<file path="config.mk">
export PLATFORM = sky130hd
export DESIGN_NAME = ipack_id_int_resp
export DESIGN_NICKNAME = d
export VERILOG_FILES = /design/src/rtl/ipid_pkg.sv /design/src/rtl/ipid_prom.sv /design/src/rtl/ipid_vector.sv /design/src/rtl/ipid_irq_merge.sv /design/src/rtl/ipack_id_int_resp.sv
export SDC_FILE = /design/constraint.sdc
export NUM_CORES = 1
export LEC_CHECK = 0
export ABC_AREA = 1
export BUFFER_PORTS_ARGS = -buffer_cell sky130_fd_sc_hd__buf_2
export CAP_MARGIN = 20
export CORE_ASPECT_RATIO = 1.4
export CORE_UTILIZATION = 25
export DETAILED_ROUTE_END_ITERATION = 8
export SYNTH_ARGS = -nofsm -noshare
export SYNTH_HDL_FRONTEND = slang
export SYNTH_SLANG_ARGS = --single-unit
</file>
<file path="constraint.sdc">
create_clock -name clk -period 1.07 [get_ports clk]
set_input_delay 0.107 -clock clk [delete_from_list [all_inputs] [get_ports clk]]
set_output_delay 0.107 -clock clk [all_outputs]
set_load 0.005 [all_outputs]
</file>
<file path="src/rtl/ipid_pkg.sv">
// Package: shared sizes and the identity table lookup for the responder.
// Assumes the table is small and constant; it is computed by a case function.
package ipid_pkg;
    localparam int PROM_LEN = 12;

    // Returns the identity byte for an entry index; out-of-range gives zero.
    function automatic logic [7:0] prom_byte(input int unsigned idx);
        case (idx)
            0:       prom_byte = 8'h49;
            1:       prom_byte = 8'h50;
            2:       prom_byte = 8'h41;
            3:       prom_byte = 8'h43;
            4:       prom_byte = 8'hF0;
            5:       prom_byte = 8'h22;
            6:       prom_byte = 8'hA1;
            7:       prom_byte = 8'h00;
            8:       prom_byte = 8'h00;
            9:       prom_byte = 8'h00;
            10:      prom_byte = 8'h0C;
            11:      prom_byte = 8'hCC;
            default: prom_byte = 8'h00;
        endcase
    endfunction
endpackage

</file>
<file path="src/rtl/ipid_prom.sv">
// Module: combinational identity table. Takes the word index (byte address
// without bit 0) and returns the stored byte, or zero past the end.
// Assumes: no clock; the caller registers the result.
module ipid_prom #(
    parameter int IDX_W = 7,
    parameter int DW    = 8
) (
    input  logic [IDX_W-1:0] idx,
    output logic [DW-1:0]    data
);
    import ipid_pkg::*;

    // Look up the entry; indices at or past the table length read zero.
    always_comb begin
        if (int'(idx) < PROM_LEN) data = DW'(prom_byte(int'(idx)));
        else                      data = '0;
    end
endmodule

</file>
<file path="src/rtl/ipid_vector.sv">
// Module: interrupt vector register. Loaded by an identification-space or
// memory-space write at the vector address; every other write is ignored.
// Assumes: one strobe per cycle; synchronous active-low reset to zero.
module ipid_vector #(
    parameter int AW       = 8,
    parameter int DW       = 8,
    parameter int VEC_ADDR = 1
) (
    input  logic          clk,
    input  logic          rst_n,
    input  logic          id_wr,
    input  logic          mem_wr,
    input  logic [AW-1:0] addr,
    input  logic [DW-1:0] wdata,
    output logic [DW-1:0] vec
);
    logic hit;

    // Decode a write aimed at the vector address in either space.
    always_comb hit = (id_wr || mem_wr) && (addr == AW'(VEC_ADDR));

    // Hold the vector, loading it on a decoded write.
    always_ff @(posedge clk) begin
        if (!rst_n)   vec <= '0;
        else if (hit) vec <= wdata;
    end
endmodule

</file>
<file path="src/rtl/ipid_irq_merge.sv">
// Module: masks each pair's status, then ORs groups of adjacent pairs onto
// one registered line per group. Lines follow the live status every cycle.
// Assumes: NPAIRS is a multiple of NLINES.
module ipid_irq_merge #(
    parameter int NPAIRS = 4,
    parameter int NLINES = 2,
    parameter int DW     = 8
) (
    input  logic                 clk,
    input  logic                 rst_n,
    input  logic [NPAIRS*DW-1:0] isr,
    input  logic [NPAIRS*DW-1:0] imr,
    output logic [NLINES-1:0]    lines
);
    localparam int PER_LINE = NPAIRS / NLINES;

    logic [NPAIRS-1:0] pair_req;
    logic [NLINES-1:0] line_d;

    genvar p, l;
    generate
        for (p = 0; p < NPAIRS; p++) begin : g_pair
            // Reduce one pair's masked status to a single request.
            always_comb pair_req[p] = |(isr[p*DW +: DW] & imr[p*DW +: DW]);
        end
        for (l = 0; l < NLINES; l++) begin : g_line
            // OR the requests of the pairs that share this line.
            always_comb line_d[l] = |pair_req[l*PER_LINE +: PER_LINE];
        end
    endgenerate

    // Register the lines so they change only at a clock edge.
    always_ff @(posedge clk) begin
        if (!rst_n) lines <= '0;
        else        lines <= line_d;
    end
endmodule

</file>
<file path="src/rtl/ipack_id_int_resp.sv">
// Module: top of the responder. Decodes the identification, interrupt and
// memory spaces, registers read data and drives the merged interrupt lines.
// Assumes: at most one strobe per cycle, each held for one clock; if several
// read strobes coincide, identification wins over interrupt.
module ipack_id_int_resp #(
    parameter int NPAIRS   = 4,
    parameter int NLINES   = 2,
    parameter int DW       = 8,
    parameter int AW       = 8,
    parameter int VEC_ADDR = 1
) (
    input  logic                 clk,
    input  logic                 rst_n,
    input  logic [NPAIRS*DW-1:0] pair_isr,
    input  logic [NPAIRS*DW-1:0] pair_imr,
    input  logic                 id_rd,
    input  logic                 id_wr,
    input  logic                 int_rd,
    input  logic                 int_wr,
    input  logic                 mem_rd,
    input  logic                 mem_wr,
    input  logic [AW-1:0]        addr,
    input  logic [DW-1:0]        wdata,
    output logic [DW-1:0]        rdata,
    output logic [NLINES-1:0]    irq_out
);
    localparam int IDX_W = AW - 1;

    logic [DW-1:0] prom_q;
    logic [DW-1:0] vec_q;
    logic          ack_hit;
    logic [DW-1:0] rd_d;

    ipid_prom #(.IDX_W(IDX_W), .DW(DW)) u_prom (
        .idx  (addr[AW-1:1]),
        .data (prom_q)
    );

    ipid_vector #(.AW(AW), .DW(DW), .VEC_ADDR(VEC_ADDR)) u_vec (
        .clk    (clk),
        .rst_n  (rst_n),
        .id_wr  (id_wr),
        .mem_wr (mem_wr),
        .addr   (addr),
        .wdata  (wdata),
        .vec    (vec_q)
    );

    ipid_irq_merge #(.NPAIRS(NPAIRS), .NLINES(NLINES), .DW(DW)) u_irq (
        .clk   (clk),
        .rst_n (rst_n),
        .isr   (pair_isr),
        .imr   (pair_imr),
        .lines (irq_out)
    );

    // Acknowledge addresses are the even addresses 0, 2, ... one per line.
    always_comb ack_hit = (addr[0] == 1'b0) && (int'(addr[AW-1:1]) < NLINES);

    // Select the read value; memory reads and interrupt writes give zero.
    always_comb begin
        if (id_rd)                rd_d = prom_q;
        else if (int_rd)          rd_d = ack_hit ? vec_q : '0;
        else if (mem_rd || int_wr) rd_d = '0;
        else                      rd_d = '0;
    end

    // Register the read data so it is valid the cycle after the strobe.
    always_ff @(posedge clk) begin
        if (!rst_n) rdata <= '0;
        else        rdata <= rd_d;
    end
endmodule

</file>
==> summary.md, run 1 <==
| Metric | Value |
|---|---|
| Remaining global-route overflow | `0` |
| Logic pwr share | `22.5%` |
| Post-route ant nets | `0` |
| WHS Path Cells | `5` |
| Placed instance area | `approximately 1800 um2` |
| Post-CTS Setup Repair Bufs | `0` |
| Tot Pwr | `1.56 mW` |
| DRT Pass-1 Iters | `4` |
| Worst-path clk slew | `around 0.060 ns` |
| Synth top area share | `slightly above 30%` |
| Crit share post-route | `76.3%` |
| Worst R2R Start | `u_vec.vec[5]` |
| Final std cell area, no fill | `around 1800 um2` |
| Die area | `approximately 5000 um2` |
| Worst Clk Skew | `about 0.0025 ns` |
| CP Class | `primary input to flop` |
| Class of the worst hold path | `primary input to flop` |
| Syn Inst Count | `210` |
| Max Cap Viol | `0` |
| Switching share of power | `between 20% and 30%` |
| Vias | `between 1500 and 2000` |
| Worst r2r path cells | `4` |
| Core area | `~4500 um2` |
| Max Freq | `between 1000 and 1500 MHz` |
| DRC viols | `0` |
| Tmin final | `around 0.82 ns` |
| Area leader, netlist | `dfxtp_1` |
| Routed wire length per instance | `around 8.5 um` |
| Largest net degree at the start of global routing | `17` |
| #FFs+latches synth | `18` |
| Clock network power share | `about a third` |
| Critical path buffer and inverter count | `1` |
| Gpl congestion | `slightly above 0.8` |
| VDD IR max | `0.000623 V` |
| Port Buffers | `between 90 and 100` |
| CP Max Fanout | `4` |
| P_sw | `roughly 0.37 mW` |
| Chip Height | `roughly 83 um` |
| Hold-fix buffers, CTS | `0` |
| Worst-path cell chain | `buf_2, nor2_1, nand2_1, nor2_1, nand2_1, a21oi_1` |
| Vias in the first global route | `around 1300` |
| Clock Latency Late Sink | `between 0.2 and 0.3 ns` |
| Synth Cell Area | `around 1200 um2` |
| Ports | `98` |
| Final layout net count | `399` |
| Synth top area cells | `dfxtp_1, nand2_1, nor2_1, nand3_1, a21oi_1` |
| Global-route wire length before repair | `a little over 5000 um` |
| YS warnings | `0` |
| P_int | `~1.2 mW` |
| Footprint of the multi-input gates | `708 um2` |
| Via-to-Cell Ratio | `just over 4` |
| Critical Path RT | `around 1.2 ns` |
| Relative slew margins | `between 60% and 70%` |
| CP Launch Type | `primary input` |
| Worst path max stage delay | `0.24 ns` |
| Worst Hold End | `u_vec.vec[6]` |
| CTS buffer count | `3` |
| Seq pwr share | `43.6%` |
| Synthesized Nets | `298` |
| Total track usage | `around an eighth` |
| Pwr/cell area | `between 800 and 900 nW/um2` |
| Die Wd | `roughly 60 um` |
| Detail Placement HPWL | `between 2000 and 3000 um` |
| Synth cell types | `19` |
| Status | `completed` |
| Final WL | `~3200 um` |
| Max Slew Vio Count | `0` |
| Cell Rows | `29` |
| RSZ-0062 raised after global routing | `false` |
| Setup-failing EPs final | `0` |
| Pleak | `a little over 1 nW` |
| Mean Syn Cell Area | `5.64 um2` |
| Most frequent cells in the layout | `buf_2, nand2_1, nor2_1` |
| Clock sink count | `18` |
| Most common cell after layout, fill and taps aside | `buf_2` |
| Area Overhead vs Synth | `53.2%` |
| Max Root-Sink Buffers | `2` |
| Layout cells sized above 1 | `about 36%` |
| CTS tree | `built` |
| Initial core utilization | `about a quarter` |
| Slew at the pin with the worst max-slew slack | `0.565 ns` |
| Hold path start | `wdata[6]` |
| Fin. Hold Viols | `0` |
| Initial antenna violation count | `0` |
| DRT iter0 DRCs | `18` |
| Register area | `roughly 360 um2` |
| Root Driver | `clkbuf_8` |
| Critical-path top delay cell | `nor2_1` |
| Worst setup EP type | `flop` |
| Post-synthesis sequential area ratio | `a little under a third` |
| Delay-heaviest family, CP | `simple AND/OR/NAND/NOR gates` |
| # H-tree levels | `1` |
| Reg2reg setup slack | `0.27 ns` |
| Filler cells | `537` |
| Antenna Cells | `0` |
| Critical R2R Capture | `rdata[5]` |
| CTS resizes | `0` |
| WP data arrival | `0.98 ns` |
-- cell type report --
class,instances,share of cell area (%)
clock buffers,4,3.04
repair buffers,102,29.8
inverters,19,3.93
flip-flops and latches,18,19.9
multi-input cells,167,39.1
well taps,62,4.28
-- registers in the layout, summed over array words and instances (netlist names) --
| signal | cells |
|---|---|
| rdata | 8 |
| u_irq.lines | 2 |
| u_vec.vec | 8 |
-- worst reg2reg max path: stages, from the launching register on --
cell	delay [ns]
dfxtp_1	0.33
nand2_1	0.06
nor2_1	0.08
nand3_1	0.08
a21oi_1	0.17
-- kinds of logic after synthesis --
group	after synthesis	share of synthesized area, %
AOI/OAI and AO/OA	21	9.41
and+or+nand+nor	146	50.4
buffers and inverters	25	9.72
DFF	18	30.4
-- worst max-delay path by stage --
stage	endpoint	slack (ns)	from	depth (start not counted)
2_1_floorplan	u_vec.vec[2]	0.12	addr[2]	8
3_3_place_gp	u_vec.vec[5]	0.02	addr[6]	8
3_5_place_dp	rdata[5]	-0.02	addr[6]	6
4_1_cts	rdata[5]	0.24	addr[6]	6
5_1_grt	rdata[5]	0.05	addr[6]	6
6_report	rdata[5]	0.25	addr[6]	6
-- cells in the mapped netlist --
| cell type | number |
|---|---|
| nor3_2 | 1 |
| nand3_1 | 21 |
| clkinv_1 | 1 |
| nand3b_1 | 1 |
| nor2_1 | 36 |
| o21ai_0 | 2 |
| buf_4 | 1 |
| buf_6 | 2 |
| nand2_2 | 1 |
| dfxtp_1 | 18 |
| buf_2 | 2 |
| inv_1 | 18 |
| nor2_2 | 1 |
| a21oi_2 | 1 |
| a21oi_1 | 17 |
| o21a_1 | 1 |
| clkbuf_1 | 1 |
| nor2_4 | 1 |
| nand2_1 | 84 |
-- routing by layer --
metal	vias up	global-route usage (%)	share of wire (%)	wire length (um)
li1	851	-	-	-
met1	630	14.5	43	1360
met2	36	23.0	52	1650
met3	0	2.80	4.5	141
met4	0	1.27	0	0
met5	-	0	0	0
-- power by group through the flow --
stage / Sequential [mW] / Clock, mW / Combinational, mW
2_1_floorplan: 0.694 / 0 / 0.158
3_3_place_gp: 0.693 / 0 / 0.350
3_5_place_dp: 0.693 / 0 / 0.354
4_1_cts: 0.678 / 0.549 / 0.355
5_1_grt: 0.678 / 0.576 / 0.404
6_report: 0.678 / 0.529 / 0.350
-- through the flow --
step                      TNS [ns]  worst slack (ns)  utilization (%)  std cells  hold slack [ns]
after CTS                        0             0.245             40.0        372            0.162
after global placement           0            0.0220             38.8        368            0.416
final                            0             0.254             40.0        372            0.165
after detailed placement   -0.0180           -0.0180             38.8        368            0.425
after floorplan                  0             0.124                -        210            0.306
after global routing             0            0.0550             40.0        372            0.166
Note: power is estimated with default switching activity, not from simulation.
==> inputs of run 2 (changes only) <==
clock period = 0.8 ns   (was 1.07 ns; I/O delays follow)
==> summary.md, run 2 (same netlist as run 1, synthesis figures left out) <==
| Metric | Value |
|---|---|
| Status | `completed` |
| WHS Path Cells | `5 (unchanged)` |
| Filler cells | `522 (-2.8%)` |
| Placed instance area | `1820 um2 (+3.7%)` |
| DRC viols | `0 (unchanged)` |
| Setup TNS | `0 ns (unchanged)` |
| Reg2reg setup slack | `0.02 ns (-0.25 ns)` |
| Most frequent cells in the layout | `buf_2, nand2_1, nor2_1` |
| Worst r2r path cells | `4 (unchanged)` |
| Cell Rows | `29 (unchanged)` |
| Die area | `5020 um2 (unchanged)` |
| Worst Hold End | `u_vec.vec[2]` |
| Largest net degree at the start of global routing | `17 (unchanged)` |
| Root Driver | `clkbuf_8` |
| Initial core utilization | `26.1% (unchanged)` |
| Routed wire length per instance | `9.07 um (+6.8%)` |
| Worst-path clk slew | `0.07 ns (about the same)` |
| Fin cells | `378 (+1.6%)` |
| Pleak | `1.06 nW (+4.2%)` |
| Crit share post-route | `a little over nine tenths` |
| Remaining global-route overflow | `0 (unchanged)` |
| Top sig layer | `met4` |
| Post-route ant nets | `0 (unchanged)` |
| Via-to-Cell Ratio | `4.03 (-1.1%)` |
| Worst setup EP type | `flop` |
| Critical path buffer and inverter count | `0 (-1)` |
| Regs by FF count | `rdata: 8 flops, u_vec.vec: 8 flops, u_irq.lines: 2 flops` |
| Hold-fix buffers, CTS | `0 (unchanged)` |
| Most common cell after layout, fill and taps aside | `buf_2` |
| Chip Height | `83.4 um (unchanged)` |
| Setup ws final | `0.0247 ns (-0.229 ns)` |
| Vias in the first global route | `1416 (+5.0%)` |
| CTS buffer count | `3 (unchanged)` |
| Critical-path top delay cell | `dfxtp_2` |
| Die Wd | `60.2 um (unchanged)` |
| Tot Pwr | `2.16 mW (+38%)` |
| Area Overhead vs Synth | `61.5%` |
| Worst-path cell chain | `nand2_1, nor2_1, nand3_1, a21oi_1` |
| Critical Path RT | `0.98 ns (-0.25 ns)` |
| Clock Latency Late Sink | `0.25 ns (about the same)` |
| Ports | `98 (unchanged)` |
| Fin util | `42.2% (+2.2 points)` |
| Global-route wire length before repair | `5620 um (+11%)` |
| CP Launch Type | `flop` |
| Critical R2R Capture | `rdata[1]` |
| DRT Pass-1 Iters | `4 (unchanged)` |
| Port Buffers | `95 (unchanged)` |
| Pwr/cell area | `1130 nW/um2 (+31%)` |
| Max Root-Sink Buffers | `2 (unchanged)` |
| CP Class | `flop to flop` |
| Final layout net count | `405 (+1.5%)` |
| Worst Clk Skew | `0.000709 ns (-0.00179 ns)` |
| Hold path start | `wdata[2]` |
| Hold WS | `0.139 ns (-0.0262 ns)` |
| RSZ-0062 raised after global routing | `true` |
| Met3 WL | `120 um (-15%)` |
| CTS tree | `built` |
| M1 wire length | `1490 um (+9.2%)` |
| WP data arrival | `0.95 ns (-0.03 ns)` |
| Delay-heaviest family, CP | `flip-flops` |
| Slew at the pin with the worst max-slew slack | `0.304 ns (-0.261 ns)` |
| Vias | `1525 (+0.53%)` |
| Total track usage | `14.0% (+1.5 points)` |
| Initial antenna violation count | `0 (unchanged)` |
| Relative slew margins | `79.6% (+17 points)` |
| # H-tree levels | `1 (unchanged)` |
| Class of the worst hold path | `primary input to flop` |
| Final std cell area, no fill | `1910 um2 (+5.5%)` |
| VDD IR max | `0.000670 V (+7.5%)` |
| Worst path max stage delay | `0.33 ns (+0.09 ns)` |
| Max Slew Vio Count | `0 (unchanged)` |
| Pre-CTS setup slack | `-0.200 ns (-0.182 ns)` |
| WL met2 | `1800 um (+9.0%)` |
| Max Freq | `1290 MHz` |
| Antenna Cells | `0 (unchanged)` |
| Detail Placement HPWL | `2890 um (+7.2%)` |
| Gpl congestion | `0.706 (-13%)` |
| Clock sink count | `18 (unchanged)` |
| DRT iter0 DRCs | `27 (+9)` |
| Worst R2R Start | `u_vec.vec[1]` |
| CP Max Fanout | `2 (-2)` |
| Core area | `4540 um2 (unchanged)` |
| Max Cap Viol | `0 (unchanged)` |
| Tmin final | `a little under 0.8 ns` |
| Layout cells sized above 1 | `41.5% (+5.6 points)` |
| Setup-failing EPs final | `0 (unchanged)` |
| Fin. Hold Viols | `0 (unchanged)` |
| Final WL | `3430 um (+8.5%)` |
| Cells after DPL | `374 (+1.6%)` |
run 2: cell type report:
| type | instances | area [um2] | area share (%) |
|---|---|---|---|
| Sequential cell | 18 | 369 | 19.3 |
| Inverter | 19 | 71.3 | 3.73 |
| Clock buffer | 4 | 55.1 | 2.88 |
| Tap cell | 62 | 77.6 | 4.06 |
| Multi-Input combinational cell | 167 | 741 | 38.7 |
| Timing Repair Buffer | 108 | 598 | 31.3 |
run 2: how the worst max path moves through the flow:
stage                   end          from  depth (start not counted)
2_1_floorplan  u_vec.vec[2]       addr[2]                          8
3_3_place_gp   u_vec.vec[5]       addr[6]                          8
3_5_place_dp   u_vec.vec[5]       addr[6]                          8
4_1_cts            rdata[5]  u_vec.vec[5]                          4
5_1_grt            rdata[6]  u_vec.vec[6]                          4
6_report           rdata[1]  u_vec.vec[1]                          4
run 2: routing by layer:
layer	vias up	GRT usage, %
li1	862	-
met1	636	17.3
met2	25	24.5
met3	2	2.02
met4	0	3.17
met5	-	0
run 2: power breakdown:
| group | internal (mW) | total, mW | switching (mW) |
|---|---|---|---|
| registers | 0.905 | 0.907 | 0.00224 |
| clock network | 0.437 | 0.741 | 0.304 |
| logic | 0.268 | 0.507 | 0.238 |
run 2: repair_timing:
action | in CTS | in global routing
setup endpoints to repair | 1 | 8
resized for setup | 1 | 13
setup buffers | 0 | 0
pin swaps | 0 | 6
run 2: worst reg2reg max path, cell delays in order, from the launching register on:
cell	delay (ns)
dfxtp_2	0.33
nand2_1	0.05
nor2_1	0.08
nand3_1	0.09
a21oi_1	0.15
==> inputs of run 3 (changes only) <==
CORE_ASPECT_RATIO = 1.2   (was 1.4)
==> summary.md, run 3 (same netlist as run 1, synthesis figures left out) <==
| Metric | Value |
|---|---|
| Most common cell after layout, fill and taps aside | `buf_2` |
| DRC viols | `0 (unchanged)` |
| CP Class | `flop to flop` |
| Setup-failing EPs final | `0 (unchanged)` |
| Relative slew margins | `81.3% (+1.7 points)` |
| CP Launch Type | `flop` |
| Die Wd | `64.8 um (+7.7%)` |
| DRT iter0 DRCs | `44 (+63%)` |
| Slew at the pin with the worst max-slew slack | `0.279 ns (-0.0252 ns)` |
| Root Driver | `clkbuf_8` |
| Layout cells sized above 1 | `42.5% (+1.0 points)` |
| Final layout net count | `407 (+0.49%)` |
| Detail Placement HPWL | `2750 um (-4.6%)` |
| Pwr/cell area | `1120 nW/um2 (-0.96%)` |
| Tmin final | `0.764 ns (-0.0110 ns)` |
| DRT Pass-1 Iters | `4 (unchanged)` |
| Cell Rows | `27 (-6.9%)` |
| Post-route ant nets | `0 (unchanged)` |
| Critical Path RT | `0.99 ns (about the same)` |
| Final WL | `3260 um (-5.0%)` |
| Worst setup EP type | `flop` |
| Crit share post-route | `95.5% (-1.4 points)` |
| Status | `completed` |
| Tot Pwr | `2.13 mW (-1.0%)` |
| Worst-path clk slew | `0.07 ns (about the same)` |
| Via-to-Cell Ratio | `4.14 (+2.7%)` |
| Max Slew Vio Count | `0 (unchanged)` |
| Antenna Cells | `0 (unchanged)` |
| Die area | `5010 um2 (about the same)` |
| # H-tree levels | `1 (unchanged)` |
| Remaining global-route overflow | `0 (unchanged)` |
| Core area | `4560 um2 (+0.55%)` |
| VDD IR max | `0.000576 V (-14%)` |
| Routed wire length per instance | `8.66 um (-4.5%)` |
| Regs by FF count | `rdata: 8 flops, u_vec.vec: 8 flops, u_irq.lines: 2 flops` |
| Max Freq | `1310 MHz (+1.4%)` |
| Initial antenna violation count | `0 (unchanged)` |
| Clock sink count | `18 (unchanged)` |
| Class of the worst hold path | `primary input to flop` |
| Global-route wire length before repair | `5200 um (-7.5%)` |
| WP data arrival | `0.95 ns (about the same)` |
| Chip Height | `77.4 um (-7.2%)` |
| Area Overhead vs Synth | `61.4% (about the same)` |
| Critical-path top delay cell | `dfxtp_2` |
| Filler cells | `538 (+3.1%)` |
| Hold-fix buffers, CTS | `0 (unchanged)` |
| CP Max Fanout | `2 (unchanged)` |
| Worst-path cell chain | `nand2_1, nor2_1, nand3_1, a21oi_2` |
| Ports | `98 (unchanged)` |
| Vias in the first global route | `1314 (-7.2%)` |
| Gpl congestion | `0.856 (+21%)` |
| Hold WS | `0.141 ns (+0.00150 ns)` |
| CTS buffer count | `3 (unchanged)` |
| CTS tree | `built` |
| Setup ws final | `0.0357 ns (+0.0110 ns)` |
| Total track usage | `12.9% (-1.0 points)` |
| Max Root-Sink Buffers | `2 (unchanged)` |
| Fin. Hold Viols | `0 (unchanged)` |
| Clock Latency Late Sink | `0.25 ns (about the same)` |
| Most frequent cells in the layout | `buf_2, nand2_1, nor2_1` |
| Fin util | `41.9% (-0.26 points)` |
| Worst path max stage delay | `0.33 ns (about the same)` |
| Max Cap Viol | `0 (unchanged)` |
| Initial core utilization | `26.0% (-0.14 points)` |
| Pre-CTS setup slack | `-0.216 ns (-0.0160 ns)` |
| Pleak | `1.07 nW (+0.55%)` |
| RSZ-0062 raised after global routing | `true` |
| Worst Clk Skew | `0.000494 ns (-0.000215 ns)` |
| Port Buffers | `95 (unchanged)` |
| Largest net degree at the start of global routing | `17 (unchanged)` |
| Vias | `1558 (+2.2%)` |
-- run 3: path summary, 6_finish.rpt --
kind / start / endpoint / slack [ns] / cells after the start
max reg2reg: u_vec.vec[2] / rdata[2] / 0.04 / 4
min reg2reg: u_vec.vec[0] / u_vec.vec[0] / 0.47 / 2
max: u_vec.vec[2] / rdata[2] / 0.04 / 4
min: wdata[2] / u_vec.vec[2] / 0.14 / 5
-- run 3: final cells by class --
type | instances | area (um2) | area share (%)
clock buffers | 4 | 55.1 | 2.88
well taps | 58 | 72.6 | 3.80
repair buffers | 110 | 601 | 31.4
multi-input cells | 167 | 741 | 38.8
inverters | 19 | 71.3 | 3.73
flip-flops and latches | 18 | 370 | 19.4
-- run 3: critical path: cells and delay by family (launching register included) --
family	cells	cell delay, ns
DFF	1	0.33
AOI/OAI and AO/OA	1	0.15
and+or+nand+nor	3	0.23
-- run 3: power by group --
group | internal [mW] | switching [mW] | leakage [nW]
combinational | 0.267 | 0.236 | 0.889
sequential | 0.905 | 0.00239 | 0.150
clock | 0.437 | 0.286 | 0.0288
-- run 3: metrics by stage --
step | setup TNS [ns] | cells | area [um2]
floorplan | -0.143 | 210 | 1190
global placement | -2.67 | 371 | 1810
detailed placement | -2.88 | 371 | 1810
CTS | 0 | 375 | 1870
global route | -0.101 | 376 | 1910
finish | 0 | 376 | 1910
-- run 3: what timing repair did --
item | CTS | global route
setup endpoints to repair | 1 | 13
resized for setup | 1 | 14
pin swaps | 0 | 6
setup buffers | 0 | 1
-- run 3: per-layer routing --
layer / vias up / share of wire [%] / GRT usage [%]
met5: - / 0 / 0
met4: 0 / 0.83 / 4.67
met3: 2 / 4.3 / 2.21
met2: 44 / 52 / 23.0
met1: 643 / 43 / 15.2
li1: 869 / - / -
